[src/rtl/bus_exchanger.sv]
module bus_exchanger #(
  parameter int W = 12
) (
  input  logic         clk,
  input  logic         rst,
  input  logic [W-1:0] a_in,
  input  logic         a_vld,
  input  logic [W-1:0] b1_in,
  input  logic [W-1:0] b2_in,
  input  logic         b_vld,
  input  logic         ld_a_b1_n,
  input  logic         ld_a_b2_n,
  input  logic         ld_b1_a_n,
  input  logic         ld_b2_a_n,
  input  logic         oe_a_n,
  input  logic         oe_b_n,
  input  logic         sel,
  output logic [W-1:0] a_out,
  output logic         a_oe,
  output logic [W-1:0] b1_out,
  output logic [W-1:0] b2_out,
  output logic         b_oe
);

  logic         oe_a_q, oe_b_q, sel_q;
  logic [W-1:0] keep_a, keep_b1, keep_b2;
  logic [W-1:0] r_ab1, r_ab2, r_b1a, r_b2a;
  logic         take_a, take_b;
  logic [W-1:0] view_a, view_b1, view_b2;

  assign take_a  = !oe_a_q && a_vld;
  assign take_b  = !oe_b_q && b_vld;
  assign view_a  = take_a ? a_in  : keep_a;
  assign view_b1 = take_b ? b1_in : keep_b1;
  assign view_b2 = take_b ? b2_in : keep_b2;

  always_ff @(posedge clk) begin
    if (rst) begin
      oe_a_q <= 1'b0;
      oe_b_q <= 1'b0;
      sel_q  <= 1'b0;
    end else begin
      oe_a_q <= !oe_a_n;
      oe_b_q <= !oe_b_n;
      sel_q  <= sel;
    end
  end

  always_ff @(posedge clk) begin
    if (rst) begin
      keep_a  <= '0;
      keep_b1 <= '0;
      keep_b2 <= '0;
    end else begin
      if (take_a) keep_a <= a_in;
      if (take_b) begin
        keep_b1 <= b1_in;
        keep_b2 <= b2_in;
      end
    end
  end

  always_ff @(posedge clk) begin
    if (rst) begin
      r_ab1 <= '0;
      r_ab2 <= '0;
      r_b1a <= '0;
      r_b2a <= '0;
    end else begin
      if (!ld_a_b1_n) r_ab1 <= view_a;
      if (!ld_a_b2_n) r_ab2 <= view_a;
      if (!ld_b1_a_n) r_b1a <= view_b1;
      if (!ld_b2_a_n) r_b2a <= view_b2;
    end
  end

  assign a_out  = sel_q ? r_b2a : r_b1a;
  assign a_oe   = oe_a_q;
  assign b1_out = r_ab1;
  assign b2_out = r_ab2;
  assign b_oe   = oe_b_q;

endmodule


[config.mk]
export PLATFORM = sky130hd
export DESIGN_NAME = bus_exchanger
export DESIGN_NICKNAME = d
export VERILOG_FILES = /design/src/rtl/bus_exchanger.sv
export SDC_FILE = /design/constraint.sdc
export NUM_CORES = 1
export LEC_CHECK = 0
export CAP_MARGIN = 10
export CORE_MARGIN = 2
export CORE_UTILIZATION = 50
export DETAILED_ROUTE_END_ITERATION = 10
export PLACE_DENSITY_LB_ADDON = 0.08
export SYNTH_ARGS = -nofsm -noshare
export SYNTH_HDL_FRONTEND = slang
export SYNTH_SLANG_ARGS = --single-unit
[constraint.sdc]
create_clock -name clk -period 1.88 [get_ports clk]
set_input_delay 0.188 -clock clk [delete_from_list [all_inputs] [get_ports clk]]
set_output_delay 0.188 -clock clk [all_outputs]
set_load 0.005 [all_outputs]
# Word level (Yosys, flattened, before mapping)
# Index checks and enable logic that the tools add are counted.
# W data, S select, Z words.
[totals]
register_bits = 87
input_bits = 47
output_inout_bits = 38
wordCells = 20
[op_classes]
mux = 4
n_reduce_logical = 6
[ops]
columns = ["operator", "count"]
rows = [
  ["$mux W12", 4],
  ["$logic_not A1 Y1", 4],
  ["$logic_and A1 B1 Y1", 2],
]

# Depth between registers and ports, before layout
# Gate-level depths: netlist (run 1).
[logic_depth]
ltp_word = 3
mapped_depth = 5
depth_no_buf = 3

# Worst setup path after synthesis (run 1)
# Ideal clock, no wire load.
[synth_timing]
path_kind = "reg-to-reg"
from = "register oe_b_q (netlist: b_oe)"
to = "register r_b1a[10]"
setup_ps = 138
t_arrival_ps = 987
t_required_ps = 1742
path_slack_ps = 755
path_stages_with_launch = 6
path_buffers = 2
period_less_slack_ps = 1125
cell_sequence = "dfxtp_1 -> nand2b_4 -> buf_12 -> buf_12 -> mux2i_1 -> a211oi_1"
[synth_via]
elab_chain_cells = 3
[synth_rtl]
columns = ["element", "line", "source"]
rows = [
  ["from (decl)", "25", "logic oe_a_q, oe_b_q, sel_q;"],
  ["from (signal assigned)", "44", "oe_b_q <= !oe_b_n;"],
  ["$logic_not A1 Y1", "32", "assign take_b = !oe_b_q && b_vld;"],
  ["$logic_and A1 B1 Y1", "32", ""],
  ["$mux W12", "n/a", ""],
  ["to (signal assigned)", "72", "if (!ld_b1_a_n) r_b1a <= view_b1;"],
  ["to (decl)", "27", "logic [W-1:0] r_ab1, r_ab2, r_b1a, r_b2a;"],
]
# No other way between the ends.
# A chain may end at the register's enable or synchronous reset.

# Worst setup path in the final report (run 1)
[layout_timing]
from = "register sel_q"
to = "output port a_out[2]"
[layout_via]
elab_chain_cells = 1
[layout_rtl]
columns = ["element", "line", "source"]
rows = [
  ["from (decl)", "25", ""],
  ["from (signal assigned)", "45", "sel_q <= sel;"],
  ["$mux W12", "77", "assign a_out = sel_q ? r_b2a : r_b1a;"],
  ["to (decl)", "18", "output logic [W-1:0] a_out,"],
]
# No other way between the ends.

==> flow_metrics.py, run 1 <==
metrics = {
    "timing": {
        "skew_ns": 0.00682,
        "fin_crit_ns": 1.82,
        "tightestPinTransition_ns": 0.445,
        "finalHoldViolCount": 0,
        "setup_viol": 0,
        "finalCritPeriodShare_pct": 96.8,
        "fin_setup_tns_ns": 0,
        "fin_ws_ns": 0.0603,
        "rsz0062_at_grt": "false",
        "fmax_mhz": 550,
        "slew_viol_final": 0,
        "max_slew_margin_pct": 70.3,
    },
    "global_routing": {
        "grt-ovfl-total": 0,
        "grt_first_pass_wirelength_um": 10700,
        "grt_antenna_before_repair": 0,
        "grt_pass1_vias": 2328,
        "track_usage_pct": 19.1,
        "grt_max_degree": 88,
    },
    "pwr": {
        "total_power_w": 0.00388,
        "p_per_area_mw_per_mm2": 930,
        "peakVddDrop_mv": 0.542,
        "p_leak_nw": 1.73,
    },
    "route": {
        "drc_errors": 0,
        "dr.pass1.iters": 4,
        "routedWlPerCell_um": 14.0,
        "antenna_left": 0,
        "via_per_inst": 5.10,
        "drt-initial-drc-count": 101,
        "wl_um": 6410,
        "vias": 2338,
    },
    "synth": {
        "synthesis.nets": 346,
        "synth_cells": 299,
        "syn_area_per_cell_um2": 10.4,
        "syn_area_mm2": 0.00312,
        "ys_types": 13,
        "yosys_warnings": 0,
        "ys_ff_latch": 87,
        "seq_area_frac_synth_pct": 55.9,
    },
    "critical_path": {
        "worstPathCellList": "buf_6 -> mux2_2 -> clkdlybuf4s50_1",
        "rrSetupSlack_ns": 0.53,
        "critPathBufInv": 2,
        "cp_top_family": "buffers and inverters",
        "reg2reg_from": "a_oe",
        "critPathRequiredTime_ns": 1.69,
        "crit_path_max_fanout": 6,
        "reg2reg_to": "b1_out[8]",
        "worst_ep_arrival_time_ns": 1.63,
        "cpPeakStageDelay_ns": 0.47,
        "end_kind": "output port",
        "worstSetupPathType": "reg2out",
        "cp-start-kind": "flop",
        "ff2ff_path_depth": 3,
        "cpMaxStageDelayCell": "clkdlybuf4s50_1",
    },
    "min_path": {
        "hold_end": "keep_a[5]",
        "hp-start": "rst",
        "hold_depth": 3,
        "hp-class": "in2reg",
    },
    "clock_network": {
        "clock_latency_ns": 0.34,
        "clock_path_buffers": 2,
        "path_clk_slew_ns": 0.08,
        "cts_tree": "built",
        "cts_max_level": 3,
        "post-cts-setup-buffer-count": 0,
        "cts_buffers": 9,
        "cts_hold_buffers": 0,
        "clock-sinks": 87,
        "cts_root_buffer": "clkbuf_8",
    },
    "placed_design": {
        "gp_congestion": 0.734,
        "portBuffers": 84,
        "dpl_worst_slack_ns": 0.274,
        "dpl.hpwl_um": 4170,
    },
    "floorplanning": {
        "die_x_um": 83.0,
        "die-area_mm2": 0.00688,
        "num_io_pins": 85,
        "die_h_um": 83.0,
        "core_region_area_mm2": 0.00599,
        "num_rows": 28,
        "initial_core_util_pct": 52.0,
    },
    "cells_and_area": {
        "multiInputGateArea_mm2": 0.00121,
        "nNetsFinal": 425,
        "ff_latch_area_mm2": 0.00174,
        "area_delta_synth_final_pct": 33.8,
        "drive_gt1_share_pct": 9.92,
        "nFillCells": 472,
        "diodes": 0,
    },
    "flow_run": {
        "maxCapViolations": 0,
    },
    "run_status": {
        "outcome": "completed",
    },
}
-- per-layer routing --
layer  part of all wire, %  routed length (µm)  vias to the layer above  track usage [%]
li1                      -                   -                     1186                -
met1                    44                2820                     1094             22.8
met5                     0                   0                        -                0
met4                   1.4                  91                        0             7.15
met3                   6.0                 383                        7             6.56
met2                    49                3120                       51             31.7
-- what timing repair did --
item | CTS | global route
setup endpoints to repair | 1 | 4
endpoints found under the hold margin | 0 | 0
gates cloned | 0 | 1
resized for setup | 1 | 3
-- cell usage after synthesis, drive strengths merged --
library cell  count  area, µm²
a211oi           48        360
buf              13        116
clkbuf           10       37.5
dfxtp            87       1740
inv               4       15.0
mux2             12        135
mux2i            36        360
nand2b            2       22.5
nor2             86        323
nor2b             1       6.26
-- state kept, by name (all words and copies together), names as in the netlist, 12 cells and up --
signal   count
b1_out      12
b2_out      12
keep_a      12
keep_b1     12
keep_b2     12
r_b1a       12
r_b2a       12
-- where the power goes --
part	internal [W]	total, W	switching [W]
Clock	0.000720	0.00133	0.000610
Combinational	0.000310	0.000535	0.000225
Sequential	0.00196	0.00202	0.0000529
-- kinds of logic (layout without fill, tap and decap cells) --
kind of cell    Yosys count  in the layout  share of synthesized area, %
buf+inv                  27            111                          5.42
simple gates             89             89                          11.3
mux                      48             48                          15.9
flops                    87             87                          55.9
compound gates           48             48                          11.6
-- worst max-delay path by stage --
| stage | from | endpoint | cells after the start |
|---|---|---|---|
| 2_1_floorplan | b_oe | r_b1a[10] | 5 |
| 3_3_place_gp | b_vld | r_b1a[4] | 4 |
| 3_5_place_dp | b_vld | r_b1a[4] | 4 |
| 4_1_cts | sel_q | a_out[11] | 3 |
| 5_1_grt | sel_q | a_out[11] | 3 |
| 6_report | sel_q | a_out[2] | 3 |
-- layout by cell type (no fill, tap or decap) --
cell	instances
nor2b_1	1
dfxtp_1	86
bufinv_16	1
nor2_1	86
mux2i_1	36
mux2_2	12
clkinv_2	2
clkdlybuf4s50_1	83
inv_1	4
clkbuf_1	1
nand2b_4	1
buf_2	1
buf_12	1
dfxtp_2	1
buf_4	5
a211oi_1	48
clkbuf_8	12
nand2b_2	1
buf_6	1
-- cell type report --
type / count / area share (%)
clock inverter: 3 / 0.960
inverter: 4 / 0.360
tap: 75 / 2.25
clock buffer: 13 / 4.05
sequential: 87 / 41.8
timing repair buffer: 91 / 21.7
multi-input combinational: 185 / 28.9
-- worst min-delay path, cell delays in order --
cell,delay [ns]
buf_2,0.11
buf_12,0.20
nor2_1,0.12
-- per-stage QoR --
| stage | instances | hold WS, ns | area (µm²) | utilization (%) |
|---|---|---|---|---|
| floorplan | 299 | 0.260 | 3120 | - |
| global placement | 441 | 0.473 | 3950 | 66.0 |
| detailed placement | 441 | 0.476 | 3950 | 66.0 |
| CTS | 457 | 0.320 | 4160 | 69.5 |
| global route | 458 | 0.349 | 4170 | 69.7 |
| finish | 458 | 0.315 | 4170 | 69.7 |
Note: power is estimated with default switching activity, not from simulation.
==> run 2: changes to the inputs <==
--- a/config.mk
+++ b/config.mk
@@ -11,3 +11,4 @@
 export DETAILED_ROUTE_END_ITERATION = 10
-export PLACE_DENSITY_LB_ADDON = 0.08
+export MAX_ROUTING_LAYER = met4
+export PLACE_DENSITY = 0.89
 export SYNTH_ARGS = -nofsm -noshare
--- a/constraint.sdc
+++ b/constraint.sdc
@@ -3,2 +3,2 @@
 set_output_delay 0.188 -clock clk [all_outputs]
-set_load 0.005 [all_outputs]
+set_load 0.02 [all_outputs]
==> flow_metrics.py, run 2 (synthesis results as in run 1) <==
metrics = {
    "run_status": {
        "outcome": "completed",
    },
    "critical_path": {
        "cpMaxStageDelayCell": "mux2_2",
        "reg2reg_from": "a_oe",
        "worstPathCellList": "buf_4 -> mux2_2 -> dlygate4sd2_1",
        "rrSetupSlack_ns": 0.55,
        "crit_path_max_fanout": 12,
        "worst_ep_arrival_time_ns": 1.55,
        "cp-start-kind": "flop",
        "worstSetupStartpoint": "sel_q",
        "ff2ff_path_depth": 3,
        "cp-endpoint": "a_out[1]",
        "reg2reg_to": "b2_out[4]",
        "end_kind": "output port",
        "critPathRequiredTime_ns": 1.69,
        "cpPeakStageDelay_ns": 0.37,
        "worstSetupPathType": "reg2out",
    },
    "global_routing": {
        "grt_antenna_before_repair": 0,
        "grt-ovfl-total": 0,
        "grt_first_pass_wirelength_um": 10900,
        "grt_max_degree": 37,
        "grt_pass1_vias": 2371,
        "track_usage_pct": 20.1,
    },
    "clock_network": {
        "clock_latency_ns": 0.35,
        "clock-sinks": 87,
        "cts_root_buffer": "clkbuf_8",
        "cts_hold_buffers": 0,
        "path_clk_slew_ns": 0.08,
        "cts_max_level": 3,
        "cts_buffers": 9,
        "clock_path_buffers": 2,
        "cts_tree": "built",
    },
    "timing": {
        "setup_viol": 0,
        "finalCritPeriodShare_pct": 92.3,
        "slew_viol_final": 0,
        "tightestPinTransition_ns": 0.512,
        "rsz0062_at_grt": "false",
        "max_slew_margin_pct": 65.9,
        "fin_crit_ns": 1.73,
        "fin_setup_tns_ns": 0,
        "finalHoldViolCount": 0,
        "skew_ns": 0.00691,
        "fmax_mhz": 577,
        "fin_ws_ns": 0.145,
    },
    "pwr": {
        "sw_frac_of_total_pct": 25.0,
        "p_switching_w": 0.000969,
        "peakVddDrop_mv": 0.565,
        "p_leak_nw": 1.77,
        "power_frac_comb_pct": 15.4,
        "internal-power_w": 0.00291,
        "p_per_area_mw_per_mm2": 935,
        "clkPwrFrac_pct": 32.5,
        "pwr-share-seq_pct": 52.1,
    },
    "cells_and_area": {
        "final_common_cell": "dfxtp_1",
        "fin_util_pct": 69.2,
        "ff_latch_area_mm2": 0.00174,
        "nFillCells": 461,
        "layout_common_cells": "dfxtp_1, nor2_1, clkdlybuf4s50_1",
        "multiInputGateArea_mm2": 0.00121,
        "nNetsFinal": 425,
        "drive_gt1_share_pct": 9.16,
        "diodes": 0,
        "area_delta_synth_final_pct": 32.9,
    },
    "route": {
        "dr.pass1.iters": 5,
        "drt-initial-drc-count": 75,
        "wl_um": 6730,
        "antenna_left": 0,
        "vias": 2374,
        "via_per_inst": 5.19,
        "drc_errors": 0,
        "routedWlPerCell_um": 14.7,
    },
    "placed_design": {
        "portBuffers": 84,
        "gp_congestion": 0.903,
        "dpl.hpwl_um": 4620,
        "dpl_worst_slack_ns": 0.286,
    },
    "floorplanning": {
        "num_io_pins": 85,
        "die-area_mm2": 0.00688,
        "num_rows": 28,
        "die_h_um": 83.0,
        "die_x_um": 83.0,
        "initial_core_util_pct": 52.0,
        "core_region_area_mm2": 0.00599,
    },
    "min_path": {
        "hp-start": "rst",
        "hp-class": "in2reg",
    },
    "flow_run": {
        "maxCapViolations": 0,
    },
}
run 2: cell types whose count changed in the layout (fill, tap and decap cells not counted), sizes merged:
| cell | change |
|---|---|
| clkdlybuf4s50 | -12 |
| dlygate4sd2 | +12 |
| clkbuf | -1 |
run 2: timing repair:
action,in CTS,in global routing
setup endpoints to repair,12,0
setup buffers,0,0
gates resized for setup,12,0
run 2: critical path: cells and delay by family, from the launching register on:
family | cells | cell delay [ns]
buffers and inverters | 2 | 0.52
muxes | 1 | 0.37
DFF | 1 | 0.32
run 2: power groups by stage:
| stage | clock network, W | logic (W) | registers [W] |
|---|---|---|---|
| floorplan | 0 | 0.000313 | 0.00209 |
| global placement | 0 | 0.000598 | 0.00206 |
| detailed placement | 0 | 0.000611 | 0.00206 |
| CTS | 0.00128 | 0.000599 | 0.00202 |
| global route | 0.00135 | 0.000645 | 0.00203 |
| finish | 0.00126 | 0.000595 | 0.00202 |
run 2: routing by layer:
metal	vias to the layer above	GRT usage [%]	wire length, µm
met5	-	-	0
met3	10	5.67	422
met4	0	7.75	118
li1	1186	-	-
met2	72	31.5	3180
met1	1106	24.7	3010
run 2: worst min-delay path by stage:
stage	endpoint	slack, ns	cells past startpoint
finish	b_oe	0.28	2
global placement	keep_b2[9]	0.47	2
detailed placement	r_b2a[8]	0.48	2
CTS	b_oe	0.27	2
floorplan	a_oe	0.26	1
global route	keep_a[1]	0.32	2
run 2: through the flow:
step                area [µm²]  instances  hold slack, ns  power [W]
floorplan                 3120        299           0.260    0.00240
global placement          3970        442           0.471    0.00265
detailed placement        3970        442           0.477    0.00267
CTS                       4150        457           0.267    0.00390
global route              4150        457           0.318    0.00403
finish                    4150        457           0.280    0.00387
run 2: layout make-up:
cell class              count  share of cell area [%]
flip-flops and latches     87                    42.0
multi-input cells         185                    29.1
repair buffers             91                    21.7
clock buffers              12                    3.50
well taps                  75                    2.26
clock inverters             3                    1.06
inverters                   4                   0.362
